File: src/rtl/prescale_pkg.sv
package prescale_pkg;

   // Default encoding geometry
   localparam int unsigned MAIN_CODE_W_D   = 4;
   localparam int unsigned PER_CODE_W_D    = 3;
   localparam int unsigned LIN_STEPS_D     = 4;   // codes with top bit set that map to /2../2^steps
   localparam int unsigned MAIN_SAT_SHIFT_D = 6;  // shift used by the remaining main codes (/64)

   // Bit width needed to hold a shift amount up to max_shift
   function automatic int unsigned shift_width(input int unsigned max_shift);
      int unsigned w;
      w = 1;
      while ((1 << w) <= max_shift) w++;
      return w;
   endfunction

   function automatic int unsigned max_u(input int unsigned a, input int unsigned b);
      return (a > b) ? a : b;
   endfunction

endpackage

File: src/rtl/ratio_decode.sv
module ratio_decode #(
   parameter int unsigned CODE_W    = 4,
   parameter int unsigned SH_W      = 3,
   parameter int unsigned LIN_STEPS = 4,
   parameter int unsigned SAT_SHIFT = 6
) (
   input  logic [CODE_W-1:0] code_i,
   output logic [SH_W-1:0]   shift_o
);

   localparam int unsigned SEL_W    = CODE_W - 1;
   localparam int unsigned SEL_SPAN = 1 << SEL_W;

   if (CODE_W < 2) begin : g_bad_code_w
      $error("ratio_decode: CODE_W must be at least 2");
   end
   if (LIN_STEPS > SEL_SPAN) begin : g_bad_steps
      $error("ratio_decode: LIN_STEPS exceeds code space");
   end
   if ((1 << SH_W) <= SAT_SHIFT || (1 << SH_W) <= LIN_STEPS) begin : g_bad_sh_w
      $error("ratio_decode: SH_W too narrow for the shifts");
   end

   logic [SEL_W-1:0] sel;
   logic [SH_W-1:0]  lin_shift;

   assign sel       = code_i[SEL_W-1:0];
   assign lin_shift = SH_W'(sel) + SH_W'(1);

   if (LIN_STEPS == SEL_SPAN) begin : g_all_linear
      // every code with the top bit set lands on a power-of-two step
      always_comb begin
         if (!code_i[CODE_W-1]) shift_o = '0;
         else                   shift_o = lin_shift;
      end
   end else begin : g_saturating
      // upper codes collapse onto a single saturated shift
      always_comb begin
         if (!code_i[CODE_W-1])                       shift_o = '0;
         else if (32'(sel) < LIN_STEPS)               shift_o = lin_shift;
         else                                         shift_o = SH_W'(SAT_SHIFT);
      end
   end

endmodule

File: src/rtl/div_stage.sv
module div_stage #(
   parameter int unsigned MAX_SHIFT = 6,
   parameter int unsigned SH_W      = 3
) (
   input  logic            clk_i,
   input  logic            rst_ni,
   input  logic            tick_i,
   input  logic [SH_W-1:0] shift_req_i,
   output logic            en_o,
   output logic            obs_o
);

   localparam int unsigned CNT_W = (MAX_SHIFT < 1) ? 1 : MAX_SHIFT;

   if (MAX_SHIFT < 1) begin : g_bad_shift
      $error("div_stage: MAX_SHIFT must be at least 1");
   end

   logic [SH_W-1:0]  sh_q;
   logic [CNT_W-1:0] cnt_q;
   logic [CNT_W:0]   span;
   logic [CNT_W-1:0] last_cnt;
   logic [CNT_W-1:0] half_bit;
   logic             at_end;
   logic             obs_d;

   // span = 2^shift, last count of the period = span - 1
   assign span     = (CNT_W+1)'(1) << sh_q;
   assign last_cnt = CNT_W'(span - (CNT_W+1)'(1));
   assign half_bit = last_cnt & ~(last_cnt >> 1);
   assign at_end   = (cnt_q == last_cnt);
   assign en_o     = tick_i & at_end;
   assign obs_d    = (sh_q != '0) && ((cnt_q & half_bit) == '0);

   always_ff @(posedge clk_i or negedge rst_ni) begin
      if (!rst_ni) begin
         sh_q  <= '0;
         cnt_q <= '0;
         obs_o <= 1'b0;
      end else begin
         obs_o <= obs_d;
         if (tick_i) begin
            if (at_end) begin
               cnt_q <= '0;
               sh_q  <= shift_req_i;   // ratio updates only on a period boundary
            end else begin
               cnt_q <= cnt_q + CNT_W'(1);
            end
         end
      end
   end

endmodule

File: src/rtl/bus_clk_prescaler.sv
module bus_clk_prescaler #(
   parameter int unsigned MAIN_CODE_W    = prescale_pkg::MAIN_CODE_W_D,
   parameter int unsigned PER_CODE_W     = prescale_pkg::PER_CODE_W_D,
   parameter int unsigned LIN_STEPS      = prescale_pkg::LIN_STEPS_D,
   parameter int unsigned MAIN_SAT_SHIFT = prescale_pkg::MAIN_SAT_SHIFT_D
) (
   input  logic                   clk_i,
   input  logic                   rst_ni,
   input  logic [MAIN_CODE_W-1:0] main_code_i,
   input  logic [PER_CODE_W-1:0]  per_a_code_i,
   input  logic [PER_CODE_W-1:0]  per_b_code_i,
   output logic                   main_en_o,
   output logic                   per_a_en_o,
   output logic                   per_b_en_o,
   output logic                   main_obs_o,
   output logic                   per_a_obs_o,
   output logic                   per_b_obs_o
);

   localparam int unsigned NUM_PER   = 2;
   localparam int unsigned MAIN_MAX  = prescale_pkg::max_u(MAIN_SAT_SHIFT, LIN_STEPS);
   localparam int unsigned PER_MAX   = LIN_STEPS;
   localparam int unsigned SH_W      = prescale_pkg::shift_width(MAIN_MAX);
   localparam int unsigned PER_SPAN  = 1 << (PER_CODE_W - 1);

   if (PER_CODE_W < 2 || MAIN_CODE_W < 2) begin : g_bad_codes
      $error("bus_clk_prescaler: code widths must be at least 2");
   end
   if (PER_SPAN != LIN_STEPS) begin : g_bad_per_span
      $error("bus_clk_prescaler: peripheral code space must match LIN_STEPS");
   end

   logic [SH_W-1:0] main_shift;

   ratio_decode #(
      .CODE_W   (MAIN_CODE_W),
      .SH_W     (SH_W),
      .LIN_STEPS(LIN_STEPS),
      .SAT_SHIFT(MAIN_SAT_SHIFT)
   ) u_main_dec (
      .code_i (main_code_i),
      .shift_o(main_shift)
   );

   div_stage #(
      .MAX_SHIFT(MAIN_MAX),
      .SH_W     (SH_W)
   ) u_main_stage (
      .clk_i      (clk_i),
      .rst_ni     (rst_ni),
      .tick_i     (1'b1),
      .shift_req_i(main_shift),
      .en_o       (main_en_o),
      .obs_o      (main_obs_o)
   );

   logic [PER_CODE_W-1:0] per_code  [NUM_PER];
   logic [SH_W-1:0]       per_shift [NUM_PER];
   logic [NUM_PER-1:0]    per_en;
   logic [NUM_PER-1:0]    per_obs;

   assign per_code[0] = per_a_code_i;
   assign per_code[1] = per_b_code_i;

   for (genvar p = 0; p < NUM_PER; p++) begin : g_per
      ratio_decode #(
         .CODE_W   (PER_CODE_W),
         .SH_W     (SH_W),
         .LIN_STEPS(LIN_STEPS),
         .SAT_SHIFT(PER_MAX)
      ) u_dec (
         .code_i (per_code[p]),
         .shift_o(per_shift[p])
      );

      // peripheral stages advance only on main bus pulses
      div_stage #(
         .MAX_SHIFT(PER_MAX),
         .SH_W     (SH_W)
      ) u_stage (
         .clk_i      (clk_i),
         .rst_ni     (rst_ni),
         .tick_i     (main_en_o),
         .shift_req_i(per_shift[p]),
         .en_o       (per_en[p]),
         .obs_o      (per_obs[p])
      );
   end

   assign per_a_en_o  = per_en[0];
   assign per_b_en_o  = per_en[1];
   assign per_a_obs_o = per_obs[0];
   assign per_b_obs_o = per_obs[1];

endmodule

File: config.mk
export PLATFORM = sky130hd
export DESIGN_NAME = bus_clk_prescaler
export DESIGN_NICKNAME = d
export VERILOG_FILES = /design/src/rtl/prescale_pkg.sv /design/src/rtl/ratio_decode.sv /design/src/rtl/div_stage.sv /design/src/rtl/bus_clk_prescaler.sv
export SDC_FILE = /design/constraint.sdc
export NUM_CORES = 1
export LEC_CHECK = 0
export ABC_CLOCK_PERIOD_IN_PS = 3600
export CAP_MARGIN = 20
export CELL_PAD_IN_SITES_DETAIL_PLACEMENT = 0
export CELL_PAD_IN_SITES_GLOBAL_PLACEMENT = 1
export CORE_ASPECT_RATIO = 0.75
export CORE_MARGIN = 4
export CORE_UTILIZATION = 49
export CTS_CLUSTER_DIAMETER = 80
export CTS_CLUSTER_SIZE = 12
export DETAILED_ROUTE_END_ITERATION = 8
export DONT_BUFFER_PORTS = 1
export PLACE_DENSITY_LB_ADDON = 0.1
export SYNTH_ARGS = -nofsm -noshare
export SYNTH_HDL_FRONTEND = slang
export SYNTH_SLANG_ARGS = --single-unit
File: constraint.sdc
create_clock -name clk_i -period 3.6 [get_ports clk_i]
set_input_delay 0.18 -clock clk_i [delete_from_list [all_inputs] [get_ports clk_i]]
set_output_delay 0.18 -clock clk_i [all_outputs]
set_load 0.05 [all_outputs]
==> metrics.md <==
| Metric | Value |
|---|---|
| Clock Power Share | `0.438` |
| DIE HEIGHT | `slightly above 60 um` |
| Synthesized cell area | `between 1500 and 2000 sq um` |
| Final TNS setup | `0 ns` |
| Switching share of power | `0.1835` |
| Worst EP arrival | `between 3 and 4 ns` |
| Placeable Area | `about 3600 sq um` |
| Worst IR Drop VDD | `approximately 0.00016 V` |
| Max Cap Viol | `0` |
| Layout cells sized above 1 | `0.1250` |
| FF-to-FF setup slack | `0.54 ns` |
| Area growth from synthesis to layout | `7.775%` |
| Worst EP required | `roughly 3.4 ns` |
| Internal Power | `446.7 uW` |
| GP Congestion | `approximately 0.8` |
| DIE AREA | `4834 sq um` |
| Outcome | `finished, final reports clean` |
| Syn_nets | `roughly 230` |
| RSZ-0062 raised after global routing | `no` |
| Starting Density | `0.5088` |
| Filler cells | `between 300 and 400` |
| Ordered cell list for the critical path | `nor3_2 -> inv_1 -> ha_1 -> or4b_4 -> a31oi_1 -> o2111ai_4 -> inv_2 -> and2_4 -> buf_4` |
| Hold EP | `u_main_stage.sh_q[0]` |
| Max Slew Vio Count | `0` |
| Wire per inst | `about 14 um` |
| # clock sinks | `26` |
| Final Power | `~550 uW` |
| Crit path max-delay family | `simple AND/OR/NAND/NOR gates` |
| Crit end category | `output port` |
| First-pass GRT wire length | `between 6000 and 7000 um` |
| Worst-Skew Late Latency | `~0.27 ns` |
| Syn Inst Count | `200` |
| Yosys top cell by area | `dfrtp_1` |
| Ports | `18` |
| HP Start | `main_code_i[0]` |
| Vias | `1385` |
| Leak | `~0.00083 uW` |
| Violation count after the first detailed-route iteration | `66` |
| Hold path cells | `1` |
| Largest net degree at the start of global routing | `27` |
| Clock tree buffer depth | `2` |
| Vias in the first global route | `~1300` |
| CP bufs+invs | `3` |
| FF-to-FF End | `g_per[0].u_stage.sh_q[0]` |
| Yosys cell types | `45` |
| Remaining routing DRC violations | `0` |
| Ys Warns | `0` |
| Startpoint Class | `flop` |
| Final Hold Viols | `0` |
| Htree depth | `1` |
| Top cells by area, synth | `dfrtp_1 35%, ha_1 10%, xnor2_1 3.8%, nor2_1 3.7%, nand2_1 3.4%` |
| # port buffers | `0` |
| Final setup vio count | `0` |
| Antenna violations before repair | `0` |
| Pwr dens | `274.3 nW/um^2` |
| Avg Cell Area, Syn | `just over 9 sq um` |
| Antenna Cells | `0` |
| Final period util | `0.9188` |
| Clock transition at the registers of the reported paths | `0.09 ns` |
| Slowest cell on crit path | `or4b_4` |
| Setup repair bufs after CTS | `0` |
| ANT nets after route | `0` |
| Reg2reg path depth | `9` |
| Skew final | `0.002555 ns` |
| Nets@finish | `228` |
| FP Rows | `19` |
| Final HPWL DP | `roughly 2600 um` |
| Worst Tran Pin Value | `0.6449 ns` |
| Grt total ovfl | `0` |
| CTS tree | `yes` |
| Setup CP Type | `reg2out` |
| Comb power frac | `0.028` |
| Sequential area share after synthesis | `0.3516` |
| Post-Route WL | `3541 um` |
| Hold/Removal Path Class | `in2reg` |
| DIE WIDTH | `between 70 and 80 um` |
| Critical R2R Launch | `u_main_stage.sh_q[1]` |
| Total track usage | `0.1584` |
| Relative slew margins | `0.5693` |
| Clock root cell | `clkbuf_8` |
| Vias per inst | `5.496` |
| Sw Pwr | `100.4 uW` |
| Post-synthesis register bit count | `26` |
| Fmax | `slightly above 300 MHz` |
| Reg power frac | `0.533` |
| Period minus WS final | `between 3 and 4 ns` |
| First-pass detailed-route iteration total | `4` |
| TritonCTS buffer count | `3` |
| Share of the synthesized area in the top cell type | `0.3516` |
| Max Fanout on Critical Path | `13` |
| CP peak stage delay | `between 0.5 and 0.6 ns` |
## power groups by stage
stage / registers [uW] / logic [uW] / clock network (uW)
5_1_grt: 292 / 18.7 / 258
2_1_floorplan: 298 / 4.40 / 0
6_report: 292 / 15.5 / 240
3_3_place_gp: 298 / 5.23 / 0
3_5_place_dp: 298 / 5.58 / 0
4_1_cts: 292 / 15.4 / 248
## kinds of logic (layout without fill, tap and decap cells)
| group | after synthesis | count (layout) | synth area share |
|---|---|---|---|
| AND/OR/NAND/NOR | 69 | 69 | 0.1954 |
| multiplexers | 8 | 8 | 0.04800 |
| XOR/XNOR | 13 | 13 | 0.06153 |
| adder cells (fa/ha/maj) | 15 | 15 | 0.1014 |
| flip-flops | 26 | 26 | 0.3516 |
| AO/OA/AOI/OAI | 43 | 43 | 0.1711 |
| buffers and inverters | 26 | 26 | 0.07099 |
## worst max path at each step
| stage | startpoint | end | slack [ns] | cells after the start |
|---|---|---|---|---|
| 5_1_grt | u_main_stage.sh_q[1] | per_a_en_o | 0.12 | 9 |
| 4_1_cts | u_main_stage.sh_q[1] | per_a_en_o | 0.17 | 9 |
| 3_5_place_dp | u_main_stage.sh_q[1] | g_per[0].u_stage.sh_q[0] | 0.45 | 9 |
| 2_1_floorplan | u_main_stage.sh_q[1] | per_b_en_o | 0.22 | 11 |
| 6_report | u_main_stage.sh_q[1] | per_a_en_o | 0.29 | 9 |
| 3_3_place_gp | u_main_stage.sh_q[1] | g_per[0].u_stage.sh_q[0] | 0.63 | 9 |
## cells in the final DEF (no fill, tap or decap), types with 2 or more instances in the layout
| cell type | n |
|---|---|
| mux2i_1 | 4 |
| clkbuf_8 | 3 |
| mux2_2 | 3 |
| a211o_1 | 2 |
| a22o_1 | 3 |
| o21ai_0 | 10 |
| xnor2_1 | 8 |
| nor2_1 | 18 |
| nor3_1 | 3 |
| nand3b_1 | 3 |
| a31oi_1 | 4 |
| nand3_1 | 6 |
| o31ai_1 | 3 |
| nand2b_1 | 3 |
| o41ai_1 | 2 |
| xor2_1 | 5 |
| a21o_1 | 3 |
| and2_1 | 3 |
| nor2b_1 | 5 |
| or3b_2 | 2 |
| dlygate4sd3_1 | 2 |
| buf_4 | 6 |
| nand2_1 | 17 |
| a21oi_1 | 8 |
| inv_1 | 12 |
| dfrtp_1 | 26 |
| ha_1 | 15 |
## stage by stage
stage | hold slack, ns | std cells | setup WS [ns] | cell area, sq um | utilization
6_report | 0.01122 | 252 | 0.2922 | 1994 | 0.5483
5_1_grt | 0.0008499 | 252 | 0.1182 | 1994 | 0.5483
4_1_cts | 0.0009859 | 251 | 0.1681 | 1979 | 0.5442
3_5_place_dp | -0.1147 | 245 | 0.4548 | 1878 | 0.5163
3_3_place_gp | -0.1149 | 245 | 0.6268 | 1878 | 0.5163
2_1_floorplan | -0.1156 | 200 | 0.2222 | 1851 | -
## Yosys cell counts (all sizes together)
cell type / n
nand2b: 3
dfrtp: 26
a21oi: 8
a21o: 3
o311ai: 1
a31oi: 4
clkbuf: 8
o31ai: 3
a221oi: 1
inv: 13
and4: 1
mux2i: 4
nor2: 18
nand3b: 3
and2: 4
nor3: 4
xor2: 5
buf: 5
nor3b: 1
a211o: 2
o21ai: 10
or4b: 1
ha: 15
nand2: 17
nor4b: 1
or3: 1
nor4: 1
mux2: 4
a2111oi: 2
o2111ai: 1
or3b: 2
o211ai: 1
xnor2: 8
o41ai: 2
nor2b: 5
a22o: 3
nand3: 6
o221ai: 1
o221a: 1
nand4b: 1
## final cells by class
cell class                      instances  area [sq um]  share of cell area
Multi-Input combinational cell        148          1074              0.5383
Sequential cell                        26         650.6              0.3262
Timing Repair Buffer                    9         85.08             0.04266
Tap cell                               52         65.06             0.03262
Inverter                               13         48.80             0.02447
Clock buffer                            3         41.29             0.02070
Clock inverter                          1         30.03             0.01506
## state kept, by name, summed over array words and instances, names as in the netlist
signal               flops
g_per.u_stage.cnt_q      8
g_per.u_stage.obs_o      2
g_per.u_stage.sh_q       6
u_main_stage.cnt_q       6
u_main_stage.obs_o       1
u_main_stage.sh_q        3
## metal layers
| layer | global-route usage | share of wire | vias to the layer above | routed length, um |
|---|---|---|---|---|
| met5 | 0 | 0 | - | 0 |
| met4 | 0.03431 | 0.0093 | 0 | 33 |
| met3 | 0.04386 | 0.045 | 4 | 160 |
| met2 | 0.2506 | 0.42 | 19 | 1495 |
| met1 | 0.2205 | 0.52 | 660 | 1851 |
| li1 | - | - | 702 | - |
## what timing repair did
action | 4_1_cts | 5_1_grt
hold endpoints to repair | 26 | 1
hold buffers | 2 | 1
resized for setup | 0 | 1
endpoints found under the setup margin | 0 | 1
No activity file was read; power rests on OpenSTA's default activity.
